`config.mk`:
```
export PLATFORM = sky130hd
export DESIGN_NAME = lp_line_engine
export DESIGN_NICKNAME = d
export VERILOG_FILES = /design/src/rtl/lp_pkg.sv /design/src/rtl/lp_normalise.sv /design/src/rtl/lp_rop.sv /design/src/rtl/lp_line_engine.sv
export SDC_FILE = /design/constraint.sdc
export NUM_CORES = 1
export LEC_CHECK = 0
export ABC_AREA = 1
export BUFFER_PORTS_ARGS = -buffer_cell sky130_fd_sc_hd__buf_4
export CAP_MARGIN = 10
export CORE_AREA = 2 2 252 254
export CTS_CLUSTER_DIAMETER = 50
export CTS_CLUSTER_SIZE = 30
export DETAILED_ROUTE_END_ITERATION = 8
export DIE_AREA = 0 0 254 256
export SLEW_MARGIN = 20
export SYNTH_ARGS = -nofsm -noshare
export SYNTH_HDL_FRONTEND = slang
export SYNTH_HIERARCHICAL = 1
export SYNTH_SLANG_ARGS = --single-unit
```
`constraint.sdc`:
```
create_clock -name clk -period 5.15 [get_ports clk]
set_clock_uncertainty 0.2 [all_clocks]
set_input_delay 0.7725 -clock clk [delete_from_list [all_inputs] [get_ports clk]]
set_output_delay 0.7725 -clock clk [all_outputs]
set_load 0.03 [all_outputs]
```
`src/rtl/lp_pkg.sv`:
```
package lp_pkg;

    typedef enum logic [1:0] {
        ST_IDLE  = 2'd0,
        ST_RUN   = 2'd1,
        ST_FLUSH = 2'd2
    } lp_state_e;

    localparam logic [1:0] MODE_PLAIN     = 2'd0;
    localparam logic [1:0] MODE_DASH_OPEN = 2'd1;
    localparam logic [1:0] MODE_DASH_NEXT = 2'd2;

    localparam int ERR_W = 19;

endpackage

```
`src/rtl/lp_normalise.sv`:
```
module lp_normalise #(
    parameter int W = 64,
    parameter int H = 32,
    parameter int ERR_W = 19
) (
    input  logic [31:0]             pa_i,
    input  logic [31:0]             pb_i,
    output logic                    cull_o,
    output logic                    steep_o,
    output logic                    minor_dec_o,
    output logic [16:0]             maj_start_o,
    output logic [16:0]             maj_end_o,
    output logic [15:0]             min_start_o,
    output logic signed [ERR_W-1:0] err_o,
    output logic signed [ERR_W-1:0] flat_o,
    output logic signed [ERR_W-1:0] diag_o
);
    logic [15:0] ax, ay, bx, by, dx, dy, dmaj, dmin;
    logic [15:0] u1, v1, u2, v2;
    logic        order_swap;

    always_comb begin
        ax = pa_i[31:16];
        ay = pa_i[15:0];
        bx = pb_i[31:16];
        by = pb_i[15:0];
        cull_o = ((32'(ax) >= W) && (32'(bx) >= W)) ||
                 ((32'(ay) >= H) && (32'(by) >= H));
        dx = (ax > bx) ? (ax - bx) : (bx - ax);
        dy = (ay > by) ? (ay - by) : (by - ay);
        steep_o = dy > dx;
        u1   = steep_o ? ay : ax;
        v1   = steep_o ? ax : ay;
        u2   = steep_o ? by : bx;
        v2   = steep_o ? bx : by;
        dmaj = steep_o ? dy : dx;
        dmin = steep_o ? dx : dy;
        order_swap  = u1 > u2;
        maj_start_o = {1'b0, order_swap ? u2 : u1};
        maj_end_o   = {1'b0, order_swap ? u1 : u2};
        min_start_o = order_swap ? v2 : v1;
        minor_dec_o = order_swap ? (v2 > v1) : (v1 > v2);
        flat_o = $signed({2'b00, dmin, 1'b0});
        diag_o = $signed({2'b00, dmin, 1'b0}) - $signed({2'b00, dmaj, 1'b0});
        err_o  = $signed({2'b00, dmin, 1'b0}) - $signed({3'b000, dmaj});
    end
endmodule

```
`src/rtl/lp_rop.sv`:
```
module lp_rop (
    input  logic [3:0] op_i,
    input  logic [7:0] dst_i,
    input  logic [7:0] src_i,
    input  logic [7:0] mask_i,
    output logic [7:0] res_o,
    output logic       wr_ok_o
);
    always_comb begin
        wr_ok_o = 1'b1;
        case (op_i)
            4'd0:    res_o = dst_i & ~mask_i;
            4'd3:    res_o = (dst_i & ~mask_i) | (src_i & mask_i);
            4'd6:    res_o = dst_i ^ (src_i & mask_i);
            4'd10:   res_o = dst_i ^ mask_i;
            4'd15:   res_o = dst_i | mask_i;
            default: begin
                res_o   = dst_i;
                wr_ok_o = 1'b0;
            end
        endcase
    end
endmodule

```
`src/rtl/lp_line_engine.sv`:
```
module lp_line_engine
    import lp_pkg::*;
#(
    parameter int W = 64,
    parameter int H = 32,
    parameter int CNT_W = 16,
    localparam int ADDR_W = $clog2(W * H)
) (
    input  logic              clk,
    input  logic              rst_n,
    input  logic              start_i,
    input  logic [1:0]        mode_i,
    input  logic [31:0]       pa_i,
    input  logic [31:0]       pb_i,
    input  logic [CNT_W-1:0]  skip_i,
    input  logic [CNT_W-1:0]  limit_i,
    input  logic [CNT_W-1:0]  seg_len_i,
    input  logic              fgsel_i,
    input  logic [7:0]        fg_i,
    input  logic [7:0]        bg_i,
    input  logic [3:0]        rop_i,
    input  logic [7:0]        pmask_i,
    output logic              busy_o,
    output logic              done_o,
    output logic              sel_o,
    output logic [31:0]       endpt_o,
    output logic              mem_rd_en_o,
    output logic [ADDR_W-1:0] mem_rd_addr_o,
    input  logic [7:0]        mem_rd_data_i,
    output logic              mem_we_o,
    output logic [ADDR_W-1:0] mem_wr_addr_o,
    output logic [7:0]        mem_wr_data_o
);
    localparam int LIM_W = CNT_W + 2;
    localparam logic [33:0] PIX = 34'(W * H);

    typedef struct packed {
        lp_state_e               st;
        logic [16:0]             maj;
        logic [16:0]             maj_end;
        logic [15:0]             mnr;
        logic                    mnr_dec;
        logic                    steep;
        logic signed [ERR_W-1:0] err;
        logic signed [ERR_W-1:0] flat;
        logic signed [ERR_W-1:0] diag;
        logic [CNT_W:0]          skip;
        logic [LIM_W-1:0]        rem;
        logic                    unlim;
        logic [7:0]              colour;
        logic [3:0]              rop;
        logic [7:0]              pmask;
        logic                    pend;
        logic [ADDR_W-1:0]       paddr;
        logic                    sel;
        logic [CNT_W-1:0]        acc;
        logic [31:0]             endpt;
    } eng_t;

    eng_t q, d;

    logic                    n_cull, n_steep, n_dec;
    logic [16:0]             n_maj, n_maj_end;
    logic [15:0]             n_mnr;
    logic signed [ERR_W-1:0] n_err, n_flat, n_diag;
    logic [7:0]              rop_res;
    logic                    rop_ok;

    lp_normalise #(.W(W), .H(H), .ERR_W(ERR_W)) u_norm (
        .pa_i(pa_i), .pb_i(pb_i), .cull_o(n_cull), .steep_o(n_steep),
        .minor_dec_o(n_dec), .maj_start_o(n_maj), .maj_end_o(n_maj_end),
        .min_start_o(n_mnr), .err_o(n_err), .flat_o(n_flat), .diag_o(n_diag)
    );

    lp_rop u_rop (
        .op_i(q.rop), .dst_i(mem_rd_data_i), .src_i(q.colour),
        .mask_i(q.pmask), .res_o(rop_res), .wr_ok_o(rop_ok)
    );

    logic [16:0]      pix_x, pix_y;
    logic [33:0]      ofs;
    logic             plot;
    logic [LIM_W-1:0] rem_m1;
    logic             keep_going;
    logic [CNT_W:0]   acc_sum;

    always_comb begin
        d           = q;
        d.pend      = 1'b0;
        done_o      = 1'b0;
        mem_rd_en_o = 1'b0;
        pix_x       = q.steep ? {1'b0, q.mnr} : q.maj;
        pix_y       = q.steep ? q.maj : {1'b0, q.mnr};
        ofs         = 34'(pix_y) * 34'(W) + 34'(pix_x);
        plot        = 1'b0;
        rem_m1      = q.rem - {{(LIM_W-1){1'b0}}, 1'b1};
        keep_going  = 1'b0;
        acc_sum     = {1'b0, q.acc} + {1'b0, seg_len_i};
        case (q.st)
            ST_IDLE: begin
                if (start_i) begin
                    d.maj     = n_maj;
                    d.maj_end = n_maj_end;
                    d.mnr     = n_mnr;
                    d.mnr_dec = n_dec;
                    d.steep   = n_steep;
                    d.err     = n_err;
                    d.flat    = n_flat;
                    d.diag    = n_diag;
                    d.rop     = rop_i;
                    d.pmask   = pmask_i;
                    d.colour  = fgsel_i ? fg_i : bg_i;
                    d.sel     = fgsel_i;
                    d.unlim   = 1'b0;
                    case (mode_i)
                        MODE_DASH_OPEN: begin
                            d.skip = '0;
                            d.rem  = {2'b00, seg_len_i};
                            d.acc  = seg_len_i;
                        end
                        MODE_DASH_NEXT: begin
                            d.colour = q.sel ? fg_i : bg_i;
                            d.sel    = ~q.sel;
                            d.skip   = {1'b0, q.acc};
                            d.rem    = {1'b0, acc_sum};
                            d.acc    = acc_sum[CNT_W-1:0];
                        end
                        default: begin
                            d.skip  = {1'b0, skip_i};
                            d.rem   = {{2{limit_i[CNT_W-1]}}, limit_i};
                            d.unlim = &limit_i;
                            if (!n_cull) begin
                                d.endpt = pb_i;
                            end
                        end
                    endcase
                    d.st = n_cull ? ST_FLUSH : ST_RUN;
                end
            end
            ST_RUN: begin
                if (q.skip != '0) begin
                    d.skip = q.skip - 1'b1;
                end else begin
                    plot = ofs < PIX;
                end
                mem_rd_en_o = plot;
                d.pend      = plot;
                d.paddr     = ofs[ADDR_W-1:0];
                if (!q.err[ERR_W-1] && (q.err != '0)) begin
                    d.mnr = q.mnr_dec ? (q.mnr - 1'b1) : (q.mnr + 1'b1);
                    d.err = q.err + q.diag;
                end else begin
                    d.err = q.err + q.flat;
                end
                d.maj = q.maj + 1'b1;
                d.rem = rem_m1;
                keep_going = ((q.maj + 1'b1) <= q.maj_end) &&
                             (q.unlim || (!rem_m1[LIM_W-1] && (rem_m1 != '0)));
                if (!keep_going) begin
                    d.st = ST_FLUSH;
                end
            end
            ST_FLUSH: begin
                done_o = 1'b1;
                d.st   = ST_IDLE;
            end
            default: d.st = ST_IDLE;
        endcase
    end

    always_ff @(posedge clk or negedge rst_n) begin
        if (!rst_n) begin
            q       <= '0;
            q.st    <= ST_IDLE;
        end else begin
            q <= d;
        end
    end

    assign mem_rd_addr_o = ofs[ADDR_W-1:0];
    assign mem_we_o      = q.pend && rop_ok;
    assign mem_wr_addr_o = q.paddr;
    assign mem_wr_data_o = rop_res;
    assign busy_o        = q.st != ST_IDLE;
    assign sel_o         = q.sel;
    assign endpt_o       = q.endpt;
endmodule

```
After elaboration in Yosys (flattened, before gate mapping). Index checks and enable logic that the tools add are counted.

Add/sub/neg operators: 15. Multiply operators: 0. Divide/modulo/power cells: 0. $lt $le $gt $ge: 12. Equality and inequality tests: 12. Shift operators: 0. Muxes and demuxes: 39. Bitwise logic cells: 10. Reductions and logical operators: 28.

Operators by type and width (count): $mux W16 (13); $mux W167 (1); $gt A16 B16 Y1 (6); $pmux W35 S2 (1); $pmux W34 S2 (1); $pmux W16 S2 (2); $sub A16 B16 Y16 (4); $mux W17 (3); $pmux W8 S5 (1); $pmux W19 S2 (1); $pmux W17 S2 (1); $ge A16 B6 Y1 const B (2); $ge A16 B7 Y1 const B (2); $add A23 B17 Y24 (1); $lt A24 B12 Y1 const B (1); $mux W8 (3); $add A19 B18 Y19 (1); $add A19 B19 Y19 (1); $mux W19 (1); $reduce_bool A19 Y1 (1); $reduce_bool A18 Y1 (1); $sub A17 B16 Y18 (1); $sub A17 B17 Y18 (1); $sub A18 B1 Y18 const B (1); other kinds (34) (65).

Register bits: 224. Bits in latches: 0. Memory bits (writable): 0. Bits in read-only memories: 0. Input port bits: 154. Output and inout port bits: 67. Logic and storage cells: 136. Memories: 0.

Depth between registers and ports, before layout.
Depth in word-level cells: 8. Mapped depth: 45. Depth with buffers taken out: 40.

Hierarchy. Netlist, hierarchy kept.

Modules (own cells, without submodules): lp_line_engine (times used 1, cells each 2049, area an instance 15219.6 um^2, seq. area each 5705.5 um^2); lp_normalise (times used 1, cells each 1655, area an instance 8782.2 um^2, seq. area each 0.0 um^2); lp_rop (times used 1, cells each 142, area an instance 744.5 um^2, seq. area each 0.0 um^2).

Worst setup path after synthesis. No wires, ideal clock.

Kind: input to register. Start point: input port pa_i[0]. End point: register q[176] (netlist name). Library setup time: 119 ps. Arrival: 5968 ps. Data required time: 4831 ps. Path slack: -1137 ps. Stages: 43. Buffers on the path: 6. Path through: inv_1 > ha_1 > inv_1 > fa_1 > nand3_1 > nand3_1 > nand2_1 > nand2_2 > nand2_2 > nand2_4 > nand2_4 > buf_6 > nand2_2 > nand2_1 > inv_1 > ha_1 > nand2_2 > inv_2 > [7 not listed] > buf_2 > nand2_1 > o21ai_0 > ha_1 > nand2_1 > inv_1 > a221oi_1 > o221ai_1 > nand2_1 > nand4_1 > nand2_1 > clkbuf_1 > clkbuf_1 > a21oi_1 > nand2_1 > o21ai_0 > nand2_1 > o21ai_2.

Cells in the longest elaborated chain, start to end: 8. Elaborated cells on any way between the ends: 13. Classes of those cells: add/sub (2); order compare (3); mux (8).

Ends and longest elaborated chain: from (decl) (RTL line lp_line_engine.sv:13) `input logic [31:0] pa_i,`; $sub A16 B16 Y16 / $gt A16 B16 Y1 (equally long branches) (RTL line lp_normalise.sv:30) `dy = (ay > by) ? (ay - by) : (by - ay);`; $mux W16 (RTL line lp_normalise.sv:30); $gt A16 B16 Y1 (RTL line lp_normalise.sv:31) `steep_o = dy > dx;`; $mux W16, on equally long branches (RTL line lp_normalise.sv:32, lp_normalise.sv:34); $gt A16 B16 Y1 (RTL line lp_normalise.sv:38) `order_swap = u1 > u2;`; $mux W16 (*) (RTL line lp_normalise.sv:41) `min_start_o = order_swap ? v2 : v1;`; via n_mnr[0] (RTL line lp_line_engine.sv:64) `logic [15:0] n_mnr;`; $mux W167 (*) (RTL line lp_line_engine.sv:101) `if (start_i) begin`; $pmux W16 S2 (*) (RTL line lp_line_engine.sv:99) `case (q.st)`; to (decl) (RTL line lp_line_engine.sv:60) `eng_t q, d;`.

The timed path passes the listed nets; every way through them passes the cells marked *. The select of a mux whose other input is x is not followed. A chain may end at the register's enable or synchronous reset.

Final worst setup path.
Start point: input port pb_i[11]. End point: register q[186] (netlist name).

Cells in the longest elaborated chain, start to end: 8. Elaborated cells on any way between the ends: 13. Classes of those cells: add/sub (2); order compare (3); mux (8).

Ends and longest elaborated chain: from (decl) (RTL line lp_line_engine.sv:14) `input logic [31:0] pb_i,`; $sub A16 B16 Y16 / $gt A16 B16 Y1 (equally long branches) (RTL line lp_normalise.sv:30); $mux W16 (RTL line lp_normalise.sv:30); $gt A16 B16 Y1 (RTL line lp_normalise.sv:31); $mux W16, on equally long branches (RTL line lp_normalise.sv:32, lp_normalise.sv:34); $gt A16 B16 Y1 (RTL line lp_normalise.sv:38); $mux W16 (*) (RTL line lp_normalise.sv:41); via n_mnr[10] (RTL line lp_line_engine.sv:64); $mux W167 (*) (RTL line lp_line_engine.sv:101); $pmux W16 S2 (*) (RTL line lp_line_engine.sv:99).

Marked as above.

==> key figures <==
Status
  – Status: finished with violations
  – Failing checks: negative hold slack, negative setup slack

Drt
  – Final ANT Viol Nets: 0
  – DRT Wirelength: 92520 um
  – Routed len/inst: 17.16 um
  – Initial drt markers: 2021
  – Pre-antenna DRT Iters: 6
  – DRC violations left: 0
  – Via density: 5.102
  – Via Count: 27510

Yosys
  – Average size of a mapped cell: 6.434 um2
  – Yosys cell types: 70
  – Largest cells by area after synthesis: dfrtp_1 23%, nand2_1 19%, ha_1 11%
  – Mapped Cells: 3846
  – Post-synthesis async set-or-reset flop share: 100.0%
  – Warnings, synthesis: 6
  – Sequential element share of the synthesized area: 23.06%
  – Synth Register Bits: 228
  – Post-synth EDFFs: 0
  – Synth top area share: 23.06%
  – Dominant synthesized flop cell: dfrtp_1
  – Area leader, netlist: dfrtp_1
  – Synthesized area: 0.02475 mm2

Final layout
  – Share of post-route cells with drive strength above 1: 30.83%
  – Fill count: 6049
  – Most frequent cells in the layout: 1168 x nand2_1, 736 x buf_4, 407 x inv_1
  – Antenna diode instance count: 0
  – Cell Count, Final, Fillers Out: 5391
  – Commonest non-fill, non-tap cell in the layout: nand2_1
  – Core Util, Final: 55.57%
  – Area Overhead vs Synth: 40.11%
  – Count of nets after finishing: 4887

Pwr
  – Final total power: 15240 uW
  – Pleak: 0.01820 uW
  – Worst vdd ir: 367.0 uV
  – PwrDens: 439.4 mW/mm2

Placed design
  – RD Place Congestion: 0.9735
  – Placed Instances: 5255
  – DPL Wire Length: 71370 um
  – Port buffer count: 220
  – DP Worst Slack: -1100 ps

GRT
  – Gr usage total: 27.57%
  – Initial antenna violation count: 1
  – Vias in the first global route: 26500
  – First-pass GRT wire length: 142500 um
  – Largest net degree at the start of global routing: 103
  – Gr ovfl total: 0

Worst setup path
  – R2r setup slk: 1320 ps
  – CP Max Fanout: 9
  – Reg2reg end: q[170]
  – R2R depth: 18
  – Crit start category: input port
  – Slowest-stage cell, CP: o21ai_1
  – Largest stage delay, worst path: 400 ps
  – WP data required: 5450 ps
  – Reg-to-Reg Start: q[165]
  – Critical Path Most Common Cell: nand2_2
  – CP endpoint kind: register
  – Crit path DAT: 5770 ps
  – Critical Setup Path Class: input port to register

STA
  – Final Setup Violations: 57
  – Unrepaired setup endpoints after global routing: yes
  – Final worst slack: -316.6 ps
  – Worst-margin pin slew: 913.4 ps
  – Final hold vios: 2
  – Slew Viols, Final: 0
  – Tmin final: 5467 ps
  – Tcrit/Tclk final: 106.1%
  – Relative slew slack: 39.02%
  – Final hold slack: -22.53 ps
  – Achievable Freq: 0.1829 GHz

CTS
  – Clock sinks: 228
  – TritonCTS Buffers: 39
  – CTS root buf: clkbuf_16
  – Clock transition at path regs: 50 ps
  – CTS tree: built
  – Longest Clk Path Bufs: 3
  – Cts-stage hold buffer count: 0
  – Clk_lat worst skew: 600 ps
  – H-tree depth: 2

Floorplanning
  – Core ar.: 0.06239 mm2
  – Ports: 221
  – Chip height: 256 um
  – Rows: 92
  – Die W: 254 um
  – Starting Density: 39.66%
  – Die Area: 0.06502 mm2

Job
  – Maxcap violations: 0

Min path
  – HP Class: input port to async pin
[layout make-up]
cell class / instances / area (um2) / share of cell area, %
clock buffers: 42 / 997.2 / 2.876
clock inverters: 28 / 394.1 / 1.137
inverters: 465 / 1798 / 5.186
multi-input cells: 2990 / 18270 / 52.69
flip-flops and latches: 228 / 5709 / 16.47
well taps: 846 / 1059 / 3.053
repair buffers: 792 / 6447 / 18.60
[cell usage after synthesis (5+ instances only)]
cell,instances
nand2_2,70
o21ai_2,10
o21bai_1,13
dfrtp_1,228
nand4_1,54
fa_1,9
o22ai_1,6
o221ai_1,10
a31oi_1,15
inv_2,16
o21ai_1,26
nor2_1,208
nand3_1,220
buf_4,57
a21oi_2,5
buf_2,31
or2_2,9
o21ai_0,264
xor2_1,80
a21o_1,9
inv_1,444
nand3_2,18
buf_6,7
nand2_4,11
nor2_2,10
nand3b_1,6
mux2_2,32
nor3_1,24
xnor2_1,21
a21oi_1,260
nand2_1,1262
ha_1,208
nor4_1,14
o21a_1,5
clkbuf_1,69
nor2_4,10
a22oi_1,37
o211ai_1,12
[per-stage QoR]
stage	TNS, ps	cell area [um2]
2_1_floorplan	-22530	25150
3_3_place_gp	-63280	30710
3_5_place_dp	-68740	30710
4_1_cts	-2560	33000
5_1_grt	-26760	34670
6_report	-12040	34670
[flip-flops by register name, summed over array words and instances (netlist names)]
name and cells:
sel_o 1, mem_wr_addr_o 11, endpt_o 32, q 184
[power by group]
group | leakage (uW) | internal, uW | switching [uW]
Sequential | 0.00282 | 1790 | 0
Clock | 0.000673 | 1670 | 1140
Combinational | 0.0147 | 5100 | 5530
Total | 0.0182 | 8560 | 6670
[kinds of logic (layout without fill, tap and decap cells)]
logic type | after synthesis | count (layout) | synth area share [%]
and+or+nand+nor | 1934 | 1935 | 33.84
xor gates and xnor gates | 101 | 101 | 3.575
AOI/OAI and AO/OA | 699 | 699 | 15.85
DFF | 228 | 228 | 23.06
buffers and inverters | 634 | 1327 | 10.97
muxes | 32 | 32 | 1.456
other | 1 | 6 | 0.01515
adders and majority gates | 217 | 217 | 11.24
[worst max path at each step]
| stage | start | to | slack [ps] |
|---|---|---|---|
| after floorplan | pa_i[0] | q[184] | -530 |
| after global placement | pa_i[16] | q[169] | -1030 |
| after detailed placement | pb_i[11] | q[169] | -1100 |
| after CTS | pa_i[11] | q[186] | -130 |
| after global routing | pa_i[2] | q[186] | -550 |
| final | pb_i[11] | q[186] | -320 |
[metal layers]
layer | share of wire (%) | vias to the layer above | wire length [um] | track usage [%]
met3 | 5.8 | 169 | 5388 | 4.251
li1 | - | 13840 | - | -
met5 | 0.013 | - | 12 | 0
met4 | 3.3 | 2 | 3010 | 8.595
met2 | 47 | 718 | 43610 | 46.67
met1 | 44 | 12770 | 40500 | 35.83
[critical path, delay by kind of cell]
| kind | cells | cell delay [ps] |
|---|---|---|
| buffers and inverters | 12 | 1540 |
| AND/OR/NAND/NOR | 17 | 1460 |
| AO/OA/AOI/OAI | 8 | 1210 |
| adder cells (fa/ha/maj) | 3 | 770 |
[timing repair]
item,4_1_cts,5_1_grt
cloned,5,4
resized for setup,138,306
pin swaps,27,112
endpoints found under the setup margin,63,63
buffers inserted,18,41
endpoints found under the hold margin,0,0
(Power assumes the default switching activity.)
